## config.mk

```make
export PLATFORM = sky130hd
export DESIGN_NAME = dma_link_ctl
export DESIGN_NICKNAME = d
export VERILOG_FILES = /design/src/rtl/dlc_pkg.sv /design/src/rtl/dlc_link.sv /design/src/rtl/dlc_req.sv /design/src/rtl/dlc_stat.sv /design/src/rtl/dlc_sg.sv /design/src/rtl/dma_link_ctl.sv
export SDC_FILE = /design/constraint.sdc
export NUM_CORES = 1
export LEC_CHECK = 0
export ABC_AREA = 1
export BUFFER_PORTS_ARGS = -buffer_cell sky130_fd_sc_hd__buf_2
export CAP_MARGIN = 10
export CORE_MARGIN = 5
export CORE_UTILIZATION = 47
export DETAILED_ROUTE_END_ITERATION = 8
export PLACE_DENSITY = 0.95
export REMOVE_ABC_BUFFERS = 1
export SLEW_MARGIN = 30
export SYNTH_ARGS = -nofsm -noshare
export SYNTH_HDL_FRONTEND = slang
export SYNTH_SLANG_ARGS = --single-unit
```

## constraint.sdc

```tcl
create_clock -name clk -period 3.8 [get_ports clk]
set_input_delay 0.38 -clock clk [delete_from_list [all_inputs] [get_ports clk]]
set_output_delay 0.38 -clock clk [all_outputs]
set_load 0.01 [all_outputs]
```

## src/rtl/dlc_pkg.sv

```systemverilog
package dlc_pkg;
  typedef enum logic [1:0] {
    LK_NONE  = 2'd0,
    LK_MINOR = 2'd1,
    LK_MAJOR = 2'd2
  } link_kind_e;

  localparam int ST_DONE = 0;
  localparam int ST_ERR  = 1;
  localparam int ST_INT  = 2;
endpackage

```

## src/rtl/dlc_link.sv

```systemverilog
module dlc_link #(
  parameter int NCH = 4,
  parameter int CW  = 2
) (
  input  logic           clk,
  input  logic           rst,
  input  logic           cont_mode,
  input  logic           cfg_we,
  input  logic [CW-1:0]  cfg_ch,
  input  logic [1:0]     cfg_kind,
  input  logic [CW-1:0]  cfg_tgt,
  input  logic [NCH-1:0] done_vec,
  input  logic           evt_vld,
  input  logic [CW-1:0]  evt_ch,
  input  logic           evt_major,
  output logic [NCH-1:0] link_pulse,
  output logic           self_hold
);
  import dlc_pkg::*;

  logic [1:0]    kind_q [NCH];
  logic [CW-1:0] tgt_q  [NCH];
  logic [1:0]    cur_kind;
  logic [CW-1:0] cur_tgt;
  logic          fire;
  logic [NCH-1:0] pulse_nxt;

  // link settings are frozen while the channel still shows completion
  always_ff @(posedge clk) begin
    if (rst) begin
      for (int k = 0; k < NCH; k++) begin
        kind_q[k] <= LK_NONE;
        tgt_q[k]  <= '0;
      end
    end else if (cfg_we && !done_vec[cfg_ch]) begin
      kind_q[cfg_ch] <= cfg_kind;
      tgt_q[cfg_ch]  <= cfg_tgt;
    end
  end

  always_comb begin
    cur_kind  = kind_q[evt_ch];
    cur_tgt   = tgt_q[evt_ch];
    fire      = evt_vld && ((!evt_major && cur_kind == LK_MINOR) ||
                            (evt_major && cur_kind == LK_MAJOR));
    self_hold = fire && cont_mode && !evt_major && (cur_tgt == evt_ch);
    pulse_nxt = (fire && !self_hold) ? (NCH'(1) << cur_tgt) : '0;
  end

  always_ff @(posedge clk) begin
    if (rst) link_pulse <= '0;
    else     link_pulse <= pulse_nxt;
  end
endmodule

```

## src/rtl/dlc_req.sv

```systemverilog
module dlc_req #(
  parameter int NCH = 4,
  parameter int CW  = 2
) (
  input  logic           clk,
  input  logic           rst,
  input  logic [NCH-1:0] hw_req,
  input  logic           set_we,
  input  logic [CW-1:0]  set_ch,
  input  logic           clr_we,
  input  logic [CW-1:0]  clr_ch,
  input  logic           st_we,
  input  logic [CW-1:0]  st_ch,
  input  logic [NCH-1:0] link_pulse,
  input  logic           evt_vld,
  input  logic [CW-1:0]  evt_ch,
  input  logic           evt_major,
  input  logic [NCH-1:0] auto_stop,
  input  logic           self_hold,
  output logic [NCH-1:0] req_vec
);
  for (genvar i = 0; i < NCH; i++) begin : g_ch
    logic erq_r, pend_r, req_r;
    logic erq_n, pend_n;

    always_comb begin
      erq_n = erq_r;
      if (set_we && set_ch == CW'(i)) erq_n = 1'b1;
      if (evt_vld && evt_major && evt_ch == CW'(i) && auto_stop[i]) erq_n = 1'b0;
      if (clr_we && clr_ch == CW'(i)) erq_n = 1'b0;

      pend_n = pend_r;
      if (evt_vld && evt_ch == CW'(i) && !self_hold) pend_n = 1'b0;
      if (st_we && st_ch == CW'(i)) pend_n = 1'b1;
      if (link_pulse[i]) pend_n = 1'b1;
    end

    always_ff @(posedge clk) begin
      if (rst) begin
        erq_r  <= 1'b0;
        pend_r <= 1'b0;
        req_r  <= 1'b0;
      end else begin
        erq_r  <= erq_n;
        pend_r <= pend_n;
        req_r  <= (hw_req[i] && erq_n) || pend_n;
      end
    end

    assign req_vec[i] = req_r;
  end
endmodule

```

## src/rtl/dlc_stat.sv

```systemverilog
module dlc_stat #(
  parameter int NCH   = 4,
  parameter int CW    = 2,
  parameter int CNT_W = 9
) (
  input  logic             clk,
  input  logic             rst,
  input  logic             evt_vld,
  input  logic [CW-1:0]    evt_ch,
  input  logic             evt_major,
  input  logic [CNT_W-1:0] evt_citer,
  input  logic [CNT_W-1:0] evt_biter,
  input  logic             err_vld,
  input  logic [CW-1:0]    err_ch,
  input  logic             sg_err,
  input  logic [NCH-1:0]   ien_major,
  input  logic [NCH-1:0]   ien_half,
  input  logic [NCH-1:0]   ien_err,
  input  logic             sclr_we,
  input  logic [CW-1:0]    sclr_ch,
  input  logic [2:0]       sclr_mask,
  output logic [NCH-1:0]   done_vec,
  output logic [NCH-1:0]   err_vec,
  output logic [NCH-1:0]   int_vec
);
  import dlc_pkg::*;

  logic at_half;
  assign at_half = evt_vld && !evt_major && (evt_citer == (evt_biter >> 1));

  for (genvar i = 0; i < NCH; i++) begin : g_ch
    logic done_r, err_r, int_r;
    logic hit, maj, hf, er;
    logic [2:0] clr;

    always_comb begin
      hit = evt_vld && evt_ch == CW'(i);
      maj = hit && evt_major;
      hf  = hit && at_half;
      er  = (err_vld && err_ch == CW'(i)) || (sg_err && evt_ch == CW'(i));
      clr = (sclr_we && sclr_ch == CW'(i)) ? sclr_mask : 3'b000;
    end

    // a new set beats a clear in the same cycle
    always_ff @(posedge clk) begin
      if (rst) begin
        done_r <= 1'b0;
        err_r  <= 1'b0;
        int_r  <= 1'b0;
      end else begin
        done_r <= maj || (done_r && !clr[ST_DONE]);
        err_r  <= er  || (err_r  && !clr[ST_ERR]);
        int_r  <= (maj && ien_major[i]) || (hf && ien_half[i]) ||
                  (er && ien_err[i]) || (int_r && !clr[ST_INT]);
      end
    end

    assign done_vec[i] = done_r;
    assign err_vec[i]  = err_r;
    assign int_vec[i]  = int_r;
  end
endmodule

```

## src/rtl/dlc_sg.sv

```systemverilog
module dlc_sg #(
  parameter int NCH = 4,
  parameter int CW  = 2,
  parameter int AW  = 32,
  parameter int ALB = 5
) (
  input  logic              clk,
  input  logic              rst,
  input  logic              evt_vld,
  input  logic [CW-1:0]     evt_ch,
  input  logic              evt_major,
  input  logic [NCH-1:0]    sg_en,
  input  logic [NCH*AW-1:0] sg_addr,
  output logic              fetch_vld,
  output logic [CW-1:0]     fetch_ch,
  output logic [AW-1:0]     fetch_addr,
  output logic              sg_err
);
  logic [AW-1:0] cand;
  logic          go, aligned;

  always_comb begin
    cand    = sg_addr[evt_ch*AW +: AW];
    go      = evt_vld && evt_major && sg_en[evt_ch];
    aligned = (cand[ALB-1:0] == '0);
    sg_err  = go && !aligned;
  end

  always_ff @(posedge clk) begin
    if (rst) begin
      fetch_vld  <= 1'b0;
      fetch_ch   <= '0;
      fetch_addr <= '0;
    end else begin
      fetch_vld <= go && aligned;
      if (go && aligned) begin
        fetch_ch   <= evt_ch;
        fetch_addr <= cand;
      end
    end
  end
endmodule

```

## src/rtl/dma_link_ctl.sv

```systemverilog
module dma_link_ctl #(
  parameter int NCH   = 4,
  parameter int AW    = 32,
  parameter int CNT_W = 9,
  parameter int ALB   = 5,
  localparam int CW   = (NCH > 1) ? $clog2(NCH) : 1
) (
  input  logic              clk,
  input  logic              rst,
  input  logic [NCH-1:0]    hw_req,
  input  logic              cont_mode,
  input  logic              set_req_we,
  input  logic [CW-1:0]     set_req_ch,
  input  logic              clr_req_we,
  input  logic [CW-1:0]     clr_req_ch,
  input  logic              swst_we,
  input  logic [CW-1:0]     swst_ch,
  input  logic              lnk_we,
  input  logic [CW-1:0]     lnk_ch,
  input  logic [1:0]        lnk_kind,
  input  logic [CW-1:0]     lnk_tgt,
  input  logic [NCH-1:0]    auto_stop,
  input  logic [NCH-1:0]    ien_major,
  input  logic [NCH-1:0]    ien_half,
  input  logic [NCH-1:0]    ien_err,
  input  logic [NCH-1:0]    sg_en,
  input  logic [NCH*AW-1:0] sg_addr,
  input  logic              evt_vld,
  input  logic [CW-1:0]     evt_ch,
  input  logic              evt_major,
  input  logic [CNT_W-1:0]  evt_citer,
  input  logic [CNT_W-1:0]  evt_biter,
  input  logic              err_vld,
  input  logic [CW-1:0]     err_ch,
  input  logic              sclr_we,
  input  logic [CW-1:0]     sclr_ch,
  input  logic [2:0]        sclr_mask,
  output logic [NCH-1:0]    req_vec,
  output logic [NCH-1:0]    link_pulse,
  output logic [NCH-1:0]    done_flag,
  output logic [NCH-1:0]    err_flag,
  output logic [NCH-1:0]    irq,
  output logic              fetch_vld,
  output logic [CW-1:0]     fetch_ch,
  output logic [AW-1:0]     fetch_addr
);
  logic self_hold;
  logic sg_err;

  dlc_link #(.NCH(NCH), .CW(CW)) u_link (
    .clk(clk), .rst(rst), .cont_mode(cont_mode),
    .cfg_we(lnk_we), .cfg_ch(lnk_ch), .cfg_kind(lnk_kind), .cfg_tgt(lnk_tgt),
    .done_vec(done_flag), .evt_vld(evt_vld), .evt_ch(evt_ch),
    .evt_major(evt_major), .link_pulse(link_pulse), .self_hold(self_hold)
  );

  dlc_req #(.NCH(NCH), .CW(CW)) u_req (
    .clk(clk), .rst(rst), .hw_req(hw_req),
    .set_we(set_req_we), .set_ch(set_req_ch),
    .clr_we(clr_req_we), .clr_ch(clr_req_ch),
    .st_we(swst_we), .st_ch(swst_ch), .link_pulse(link_pulse),
    .evt_vld(evt_vld), .evt_ch(evt_ch), .evt_major(evt_major),
    .auto_stop(auto_stop), .self_hold(self_hold), .req_vec(req_vec)
  );

  dlc_sg #(.NCH(NCH), .CW(CW), .AW(AW), .ALB(ALB)) u_sg (
    .clk(clk), .rst(rst), .evt_vld(evt_vld), .evt_ch(evt_ch),
    .evt_major(evt_major), .sg_en(sg_en), .sg_addr(sg_addr),
    .fetch_vld(fetch_vld), .fetch_ch(fetch_ch), .fetch_addr(fetch_addr),
    .sg_err(sg_err)
  );

  dlc_stat #(.NCH(NCH), .CW(CW), .CNT_W(CNT_W)) u_stat (
    .clk(clk), .rst(rst), .evt_vld(evt_vld), .evt_ch(evt_ch),
    .evt_major(evt_major), .evt_citer(evt_citer), .evt_biter(evt_biter),
    .err_vld(err_vld), .err_ch(err_ch), .sg_err(sg_err),
    .ien_major(ien_major), .ien_half(ien_half), .ien_err(ien_err),
    .sclr_we(sclr_we), .sclr_ch(sclr_ch), .sclr_mask(sclr_mask),
    .done_vec(done_flag), .err_vec(err_flag), .int_vec(irq)
  );
endmodule

```

Word-level counts from Yosys, hierarchy flattened

Memories as Yosys holds them, arrays and structs flattened.
Cells that the tools add are included.

Flip-flop bits (word level): 63
Bits in latches: 0
Bits in writable memories: 16
Bits in read-only memories: 0
Logic and storage cells: 245
Memories: 2

Add/sub/neg operators: 0
Multiply operators: 0
Div/mod/pow operators: 0
Magnitude comparators: 2
Equal/unequal tests: 22
Shift-type cells: 2
Muxes and demuxes: 43
Bitwise operators: 1
Reductions and logical operators: 145

Memories:

| memory        | words | bits a word | read ports | clocked after Yosys merged registers in | wr ports | RTL line       | source |
|---|---|---|---|---|---|---|---|
| u_link.kind_q | 4     | 2           | 1          | 0                                       | 4        | dlc_link.sv:21 | `logic [1:0] kind_q [NCH];` |
| u_link.tgt_q  | 4     | 2           | 1          | 0                                       | 4        | dlc_link.sv:22 | `logic [CW-1:0] tgt_q [NCH];` |

Operators by type and width:

| cell                  | number |
|---|---|
| $shiftx A128 B8 Y32   | 1 |
| $logic_and A1 B1 Y1   | 90 |
| $mux W1               | 33 |
| $logic_or A1 B1 Y1    | 29 |
| $eq A2 B2 Y1 const B  | 13 |
| $logic_not A1 Y1      | 16 |
| $eq A2 B1 Y1 const B  | 7 |
| $logic_not A2 Y1      | 6 |
| $mux W3               | 4 |
| $eq A9 B8 Y1          | 1 |
| $mux W2               | 4 |
| $lt A2 B3 Y1 const B  | 2 |
| $reduce_or A2 Y1      | 3 |
| $logic_not A5 Y1      | 1 |
| $bmux W1 S2           | 2 |
| $shl A1 B2 Y4 const A | 1 |
| $eq A2 B2 Y1          | 1 |
| $not A1 Y1            | 1 |

Longest topological paths before layout

Gate-level depths: netlist of the first run.
An unclocked memory read counts as a cell.

Depth in word-level cells: 14
Mapped depth: 14
Mapped depth without buffers: 14

Cells and area by module

A second synthesis of the first run with hierarchy kept.

Cells, all modules: 837
Area, all modules: 5213.8 µm²

Modules (own cells, without submodules):

| module   | instances | cells each | area an instance (µm²) |
|---|---|---|---|
| dlc_sg   | 1         | 466        | 2666.3 |
| dlc_link | 1         | 117        | 972.2 |
| dlc_stat | 1         | 144        | 898.4 |
| dlc_req  | 1         | 110        | 676.9 |

Worst setup path after synthesis of the first run

Ideal clock, no wire load.

Kind: input port to flip-flop
Start: input port lnk_ch[0]
End: memory u_link.kind_q[0][0] (enable)
Library setup time: 307 ps
Arrival: 1208 ps
Path slack: 2284 ps
Stages on the path: 7
Path buffers: 0
Cell sequence: inv_1 o21ai_0 o221a_2 nand2_1 nor2_1 nand2_1 nand2_1

RTL lines:

| what        | RTL line           | source |
|---|---|---|
| from (decl) | dma_link_ctl.sv:19 | `input logic [CW-1:0] lnk_ch,` |
| to (decl)   | dlc_link.sv:21     |  |

Worst setup path after layout of the first run

Start: input port evt_ch[0]
End: register u_sg.fetch_addr[13]

Word-level cells in the longest chain between the ends: 4
Elaborated cells on any way between the ends: 6

RTL lines:

| what                                                        | RTL line           | source |
|---|---|---|
| from (decl)                                                 | dma_link_ctl.sv:29 | `input logic [CW-1:0] evt_ch,` |
| branches (longest 4 deep; another with $shiftx A128 B8 Y32) | n/a                |  |
| to (signal assigned)                                        | dlc_sg.sv:38       | `fetch_addr <= cand;` |
| to (decl)                                                   | dlc_sg.sv:16       | `output logic [AW-1:0] fetch_addr,` |

Several ways; the timed one is not identified. The select of a mux whose other input is x is not followed.
A chain may end at the register's enable or synchronous reset.

==> qor.txt, run 1 <==
CTS Hold Bufs -> 0
Tmin final -> 2380 ps
CP max FO -> 63
area grow syn2layout -> 32.1%
Yosys cell types -> 38
NetSw -> 524 uW
core box area -> 8760 um^2
global route total overflow -> 0
vias per cell -> 5.42
crit end category -> flip-flop
Max-Cap Viols -> 0
layout net count -> 985
critical path cell sequence -> buf_2 -> inv_1 -> nor2_2 -> nand2_1 -> nand4_1 -> and2_4 -> nand2_2 -> inv_4 -> o21ai_0 -> a21oi_1
Clock power frac -> 34.0%
GPL Wtd Cong -> 0.928
Worst-path clk slew -> 80 ps
Final Instance Count excl. Fillers -> 896
CTS tree -> yes
fraction of registers with async set/reset -> 0%
met3 routed WL -> 1260 um
mapped cell area -> 4260 um^2
leakage power -> 2.96 nW
drt total wl -> 14,500 um
Final Hold Vio Count -> 0
Post-synth EDFFs -> 16
Yosys warning total -> 0
placed cell count -> 880
Die Span Y -> 105 um
Vias -> 4,854
Min Hold Slack -> 246 ps
IO buf count -> 255
initial antenna violation count -> 0
Max Used Layer -> met4
unrepaired setup endpoints after global routing -> no
Final HPWL DP -> 11,300 um
Rows -> 34
Pins Over Slew Limit -> 0
worst rel slew slack -> 38.4%
final instance area -> 5620 um^2
total power -> 1.92 mW
clk root buf -> clkbuf_8
TritonRoute pass-1 iters -> 5
post-CTS sizing -> 0
number of global-route vias before repair -> 4,529
status -> completed
Post-DRT Antenna Nets -> 0
DRC -> 0
sequential power share -> 47.1%
FMAX -> 0.420 GHz
Top delay family on crit path -> buffers and inverters
P per Cell Area -> 342 nW/um^2
layout cells sized above 1 -> 37.3%
DR iter-0 viols -> 320
switching share of power -> 27.2%
CTS buffer count -> 9
Synth area leaders -> dfxtp_1 30%, edfxtp_1 11%, nand2_1 10%
crit-path max cell delay -> 470 ps
clock tree sinks -> 79
Ant. Diodes -> 0
placed instance area -> 5420 um^2
Filler cells -> 771
Met2 Routed Length -> 7350 um
Crit-path slowest cell -> nor2_2
WP data required -> 4080 ps
Met1 Routed Length -> 5660 um
commonest non-fill, non-tap cell in the layout -> buf_2
sequential cell area fraction in the yosys report -> 40.9%
GR Util All Layers -> 24.7%
first-pass GRT wire length -> 22,300 um
die area -> 11,100 um^2
Slew @ Worst Pin -> 922 ps
cells after synthesis -> 558
Final setup viols -> 0
Synth Flop Type -> dfxtp_1
Die X -> 105 um
fraction of the cycle the final worst path needs -> 62.7%
Crit Path Category -> input port to flip-flop
largest net degree at the start of global routing -> 64
cell taking the most area after synthesis -> dfxtp_1
CP Launch Type -> input port
syn_area_per_cell -> 7.63 um^2
Fin Setup TNS -> 0 ps
Int Power -> 1.40 mW
post-CTS setup buffer count -> 0
Starting Density -> 48.6%
CP bufs+invs -> 3
worst hold path class -> input port to flip-flop
Avg WL per Cell -> 16.2 um
clk_skew -> 16.1 ps
clock buffer depth -> 2
#FFs+latches synth -> 79
WP data arrival -> 2660 ps
IO Pins -> 257
Worst VDD drop -> 0.000200 V
Yosys top cell area share -> 29.6%
clk_lat worst skew -> 350 ps
H-tree depth -> 3
part of the power in combinational logic -> 18.9%
most frequent cells in the layout -> 255 x buf_2, 114 x nand2_1, 63 x dfxtp_1, 48 x nor2_1, 47 x inv_1
==> path summary, 6_finish.rpt <==
| kind | startpoint | endpoint | slack (ps) | depth (start not counted) |
|---|---|---|---|---|
| worst max-delay path | evt_ch[0] | u_sg.fetch_addr[13] | 1420 | 10 |
| worst min register to register | u_sg.fetch_addr[0] | u_sg.fetch_addr[0] | 440 | 2 |
| worst min-delay path | hw_req[1] | u_req.g_ch[1].req_r | 250 | 3 |
| worst max register to register | u_stat.g_ch[1].done_r | u_link.tgt_q[0][0] | 2150 | 6 |
==> synth_stat cells, types with 2 or more instances <==
cell,count
nand2_1,114
dfxtp_1,63
nor2_1,48
inv_1,47
a21oi_1,37
nand3_1,34
a221oi_1,27
a22o_1,27
o21ai_1,26
o21ai_0,19
buf_4,18
edfxtp_1,16
clkbuf_1,14
nand4_1,8
buf_2,7
nor3_1,7
buf_6,5
o211ai_1,5
a31o_2,4
or2_2,4
a311oi_1,3
a31oi_1,3
xnor2_1,3
inv_4,2
nand2_2,2
nand3b_1,2
nor2_4,2
==> power groups by stage <==
stage	combinational (mW)	clock [mW]	sequential (mW)
finish	0.363	0.654	0.906
global placement	0.352	0	0.924
global route	0.402	0.710	0.910
CTS	0.362	0.666	0.906
floorplan	0.163	0	0.933
detailed placement	0.361	0	0.925
==> routing by layer <==
layer	vias up	GRT usage [%]
met5	-	0
met1	2203	30.7
met2	242	42.0
met4	0	7.40
li1	2387	-
met3	22	6.04
==> worst min-delay path: cells and delay by family <==
family / cells / cell delay [ps]
AND/OR/NAND/NOR: 2 / 100
buffers and inverters: 1 / 80
==> cells by family (layout without fill, tap and decap cells) <==
| kind of cell | after synthesis | in the layout | synth area share, % |
|---|---|---|---|
| buf+inv | 96 | 326 | 11.3 |
| xor+xnor | 3 | 3 | 0.617 |
| compound gates | 156 | 156 | 24.6 |
| flops | 79 | 79 | 40.9 |
| simple gates | 224 | 224 | 22.6 |
==> per-stage QoR <==
| step | util (%) | setup WS, ps |
|---|---|---|
| 2_1_floorplan | - | 1530 |
| 3_3_place_gp | 61.8 | 1130 |
| 3_5_place_dp | 61.8 | 1060 |
| 4_1_cts | 64.2 | 1430 |
| 5_1_grt | 64.2 | 1110 |
| 6_report | 64.2 | 1420 |
==> area by class of cell <==
| type | instances | area, um^2 | area share [%] |
|---|---|---|---|
| multi-input cells | 383 | 2040 | 36.2 |
| repair buffers | 259 | 1310 | 23.2 |
| clock buffers | 11 | 153 | 2.71 |
| flip-flops and latches | 79 | 1740 | 31.0 |
| clock inverters | 5 | 55.1 | 0.979 |
| well taps | 108 | 135 | 2.40 |
| inverters | 51 | 196 | 3.49 |
==> state kept, by name, summed over array words and instances, names as in the netlist <==
register	cells
u_sg.fetch_vld	1
u_sg.fetch_addr	32
u_link.kind_q	8
u_stat.g_ch.int_r	4
u_req.g_ch.pend_r	4
u_sg.fetch_ch	2
u_link.link_pulse	4
u_req.g_ch.req_r	4
u_stat.g_ch.err_r	4
u_link.tgt_q	8
u_stat.g_ch.done_r	4
u_req.g_ch.erq_r	4
Note: power is estimated with default switching activity, not from simulation.
==> run 2: changes to the inputs <==
--- a/config.mk
+++ b/config.mk
@@ -5,13 +5,13 @@
 export SDC_FILE = /design/constraint.sdc
 export NUM_CORES = 1
 export LEC_CHECK = 0
-export ABC_AREA = 1
+export ABC_AREA = 0
 export BUFFER_PORTS_ARGS = -buffer_cell sky130_fd_sc_hd__buf_2
 export CAP_MARGIN = 10
 export CORE_MARGIN = 5
-export CORE_UTILIZATION = 47
+export CORE_UTILIZATION = 44
 export DETAILED_ROUTE_END_ITERATION = 8
-export PLACE_DENSITY = 0.95
+export PLACE_DENSITY = 0.9
 export REMOVE_ABC_BUFFERS = 1
 export SLEW_MARGIN = 30
 export SYNTH_ARGS = -nofsm -noshare
==> constraint.sdc (replaced) <==
create_clock -name clk -period 2.35 [get_ports clk]
set_input_delay 0.235 -clock clk [delete_from_list [all_inputs] [get_ports clk]]
set_output_delay 0.235 -clock clk [all_outputs]
set_load 0.01 [all_outputs]
==> qor.txt, run 2 <==
CP max FO -> 5
first-pass GRT wire length -> 21,600 um
vias per cell -> 5.41
mapped cell area -> 4420 um^2
total power -> 3.01 mW
initial antenna violation count -> 1
#FFs+latches synth -> 79
Worst-path clk slew -> 80 ps
commonest non-fill, non-tap cell in the layout -> buf_2
leakage power -> 2.86 nW
most common cell in the netlist -> dfxtp_1
Vias -> 4,326
crit-path max cell delay -> 650 ps
post-CTS sizing -> 0
crit end category -> flip-flop
Biggest register -> u_sg.fetch_addr
TritonRoute pass-1 iters -> 4
FMAX -> 0.558 GHz
Min Hold Slack -> 100 ps
area grow syn2layout -> 33.3%
register area -> 1740 um^2
Final Hold Vio Count -> 0
cell taking the most area after synthesis -> dfxtp_1
unrepaired setup endpoints after global routing -> no
switching share of power -> 24.7%
Synth Flop Type -> dfxtp_1
Max-Cap Viols -> 0
clock tree sinks -> 79
critical path cell sequence -> nor3_1 -> a311oi_1 -> a2111oi_2 -> nand4bb_1 -> nor3b_1
sequential cell area fraction in the yosys report -> 39.4%
Crit Path Category -> flip-flop to flip-flop
global route total overflow -> 0
CTS Hold Bufs -> 0
clk root buf -> clkbuf_8
Filler cells -> 865
layout net count -> 864
core box area -> 9770 um^2
DR iter-0 viols -> 221
syn_area_per_cell -> 10.5 um^2
P per Cell Area -> 511 nW/um^2
drt total wl -> 14,600 um
Int Power -> 2.27 mW
cells after synthesis -> 420
Final HPWL DP -> 12,200 um
area occupied by multi-input gates -> 2360 um^2
Final setup viols -> 0
top flop regs -> u_sg.fetch_addr: 32 flops, u_link.kind_q: 8 flops, u_link.tgt_q: 8 flops
clock buffer depth -> 2
IO buf count -> 255
Starting Density -> 45.2%
Ant. Diodes -> 0
NetSw -> 745 uW
layout cells sized above 1 -> 49.0%
post-CTS setup buffer count -> 0
WP data required -> 2580 ps
worst rel slew slack -> 52.7%
H-tree depth -> 3
CTS tree -> yes
most frequent cells in the layout -> 255 x buf_2, 63 x dfxtp_1, 58 x nor2_1, 31 x mux4_2
DRC -> 0
largest net degree at the start of global routing -> 34
Tmin final -> 1790 ps
status -> completed
Post-synth EDFFs -> 16
Avg WL per Cell -> 18.2 um
Yosys cell types -> 54
Clock power frac -> 34.1%
die area -> 12,200 um^2
Worst VDD drop -> 0.000328 V
Post-DRT Antenna Nets -> 0
part of the power in combinational logic -> 17.9%
R2R Setup Slk -> 560 ps
Die X -> 110 um
CTS buffer count -> 9
Slew @ Worst Pin -> 700 ps
clk_skew -> 6.57 ps
synth cell count leaders -> 63 x dfxtp_1, 58 x nor2_1, 31 x mux4_2, 28 x mux2i_1, 28 x nand2_1
Crit-path slowest cell -> a2111oi_2
Fin Setup TNS -> 0 ps
Rows -> 36
clk_lat worst skew -> 340 ps
fraction of the cycle the final worst path needs -> 76.3%
Die Span Y -> 110 um
max reg flops -> 32
IO Pins -> 257
worst hold path class -> input port to flip-flop
Pins Over Slew Limit -> 0
sequential power share -> 48.0%
Yosys warning total -> 0
CP Launch Type -> flip-flop
Yosys top cell area share -> 28.5%
WP data arrival -> 2030 ps
fraction of registers with async set/reset -> 0%
GR Util All Layers -> 23.3%
number of global-route vias before repair -> 4,379
Synth area leaders -> dfxtp_1 29%, mux4_2 16%, edfxtp_1 11%
GPL Wtd Cong -> 0.934
==> run 2: changes by cell type after synthesis, moves of 7 or more <==
cell / delta
a221oi_1: -25
nor2_1: +10
nand3_1: -29
mux2i_1: +28
mux4_2: +31
nand2b_1: +7
and2_1: +23
a22o_1: -27
inv_1: -39
nor3b_1: +7
o21ai_1: -26
nand2_1: -86
a21oi_1: -28
==> run 2: per-stage QoR <==
step | instance area [um^2] | cells | worst slack (ps) | utilization, %
3_3_place_gp | 5690 | 784 | 310 | 58.2
4_1_cts | 5890 | 800 | 534 | 60.3
2_1_floorplan | 4130 | 381 | 181 | -
6_report | 5890 | 800 | 557 | 60.3
3_5_place_dp | 5690 | 784 | 239 | 58.2
5_1_grt | 5890 | 800 | 413 | 60.3
==> run 2: cell type report <==
class	count	share of cell area, %
Multi-Input combinational cell	294	40.1
Sequential cell	79	29.6
Timing Repair Buffer	270	23.6
Tap cell	133	2.82
Clock buffer	13	2.70
Clock inverter	3	0.722
Inverter	8	0.510
==> run 2: cells by family after synthesis <==
group / count (synthesis) / share of synthesized area (%)
simple gates: 163 / 19.6
flops: 79 / 39.4
compound gates: 64 / 10.2
mux: 59 / 22.1
buf+inv: 47 / 7.16
xor+xnor: 8 / 1.59
==> run 2: final timing paths <==
path / startpoint / endpoint / depth (start not counted)
worst max register to register: u_link.tgt_q[0][1] / u_link.link_pulse[1] / 5
worst min register to register: u_sg.fetch_addr[0] / u_sg.fetch_addr[0] / 1
worst min-delay path: hw_req[1] / u_req.g_ch[1].req_r / 2
worst max-delay path: u_link.tgt_q[0][1] / u_link.link_pulse[1] / 5
==> run 2: critical path, delay by kind of cell, from the launching register on <==
family,cells,cell delay [ps]
AOI/OAI and AO/OA,2,730
and+or+nand+nor,3,550
DFF,1,400
==> run 2: power by group through the flow <==
stage | combinational [mW] | clock [mW] | sequential, mW
6_report | 0.540 | 1.03 | 1.45
5_1_grt | 0.591 | 1.13 | 1.45
4_1_cts | 0.542 | 1.06 | 1.44
3_5_place_dp | 0.540 | 0 | 1.48
3_3_place_gp | 0.521 | 0 | 1.47
2_1_floorplan | 0.219 | 0 | 1.48
==> run 2: layer usage <==
layer  wire, um  GRT usage [%]  part of all wire, %  vias up
li1           -              -                    -     2018
met1       5520           26.4                   38     2059
met2       7220           40.8                   49      200
met3       1340           6.35                  9.2       47
met4        508           10.5                  3.5        2
met5         13              0                0.089        -
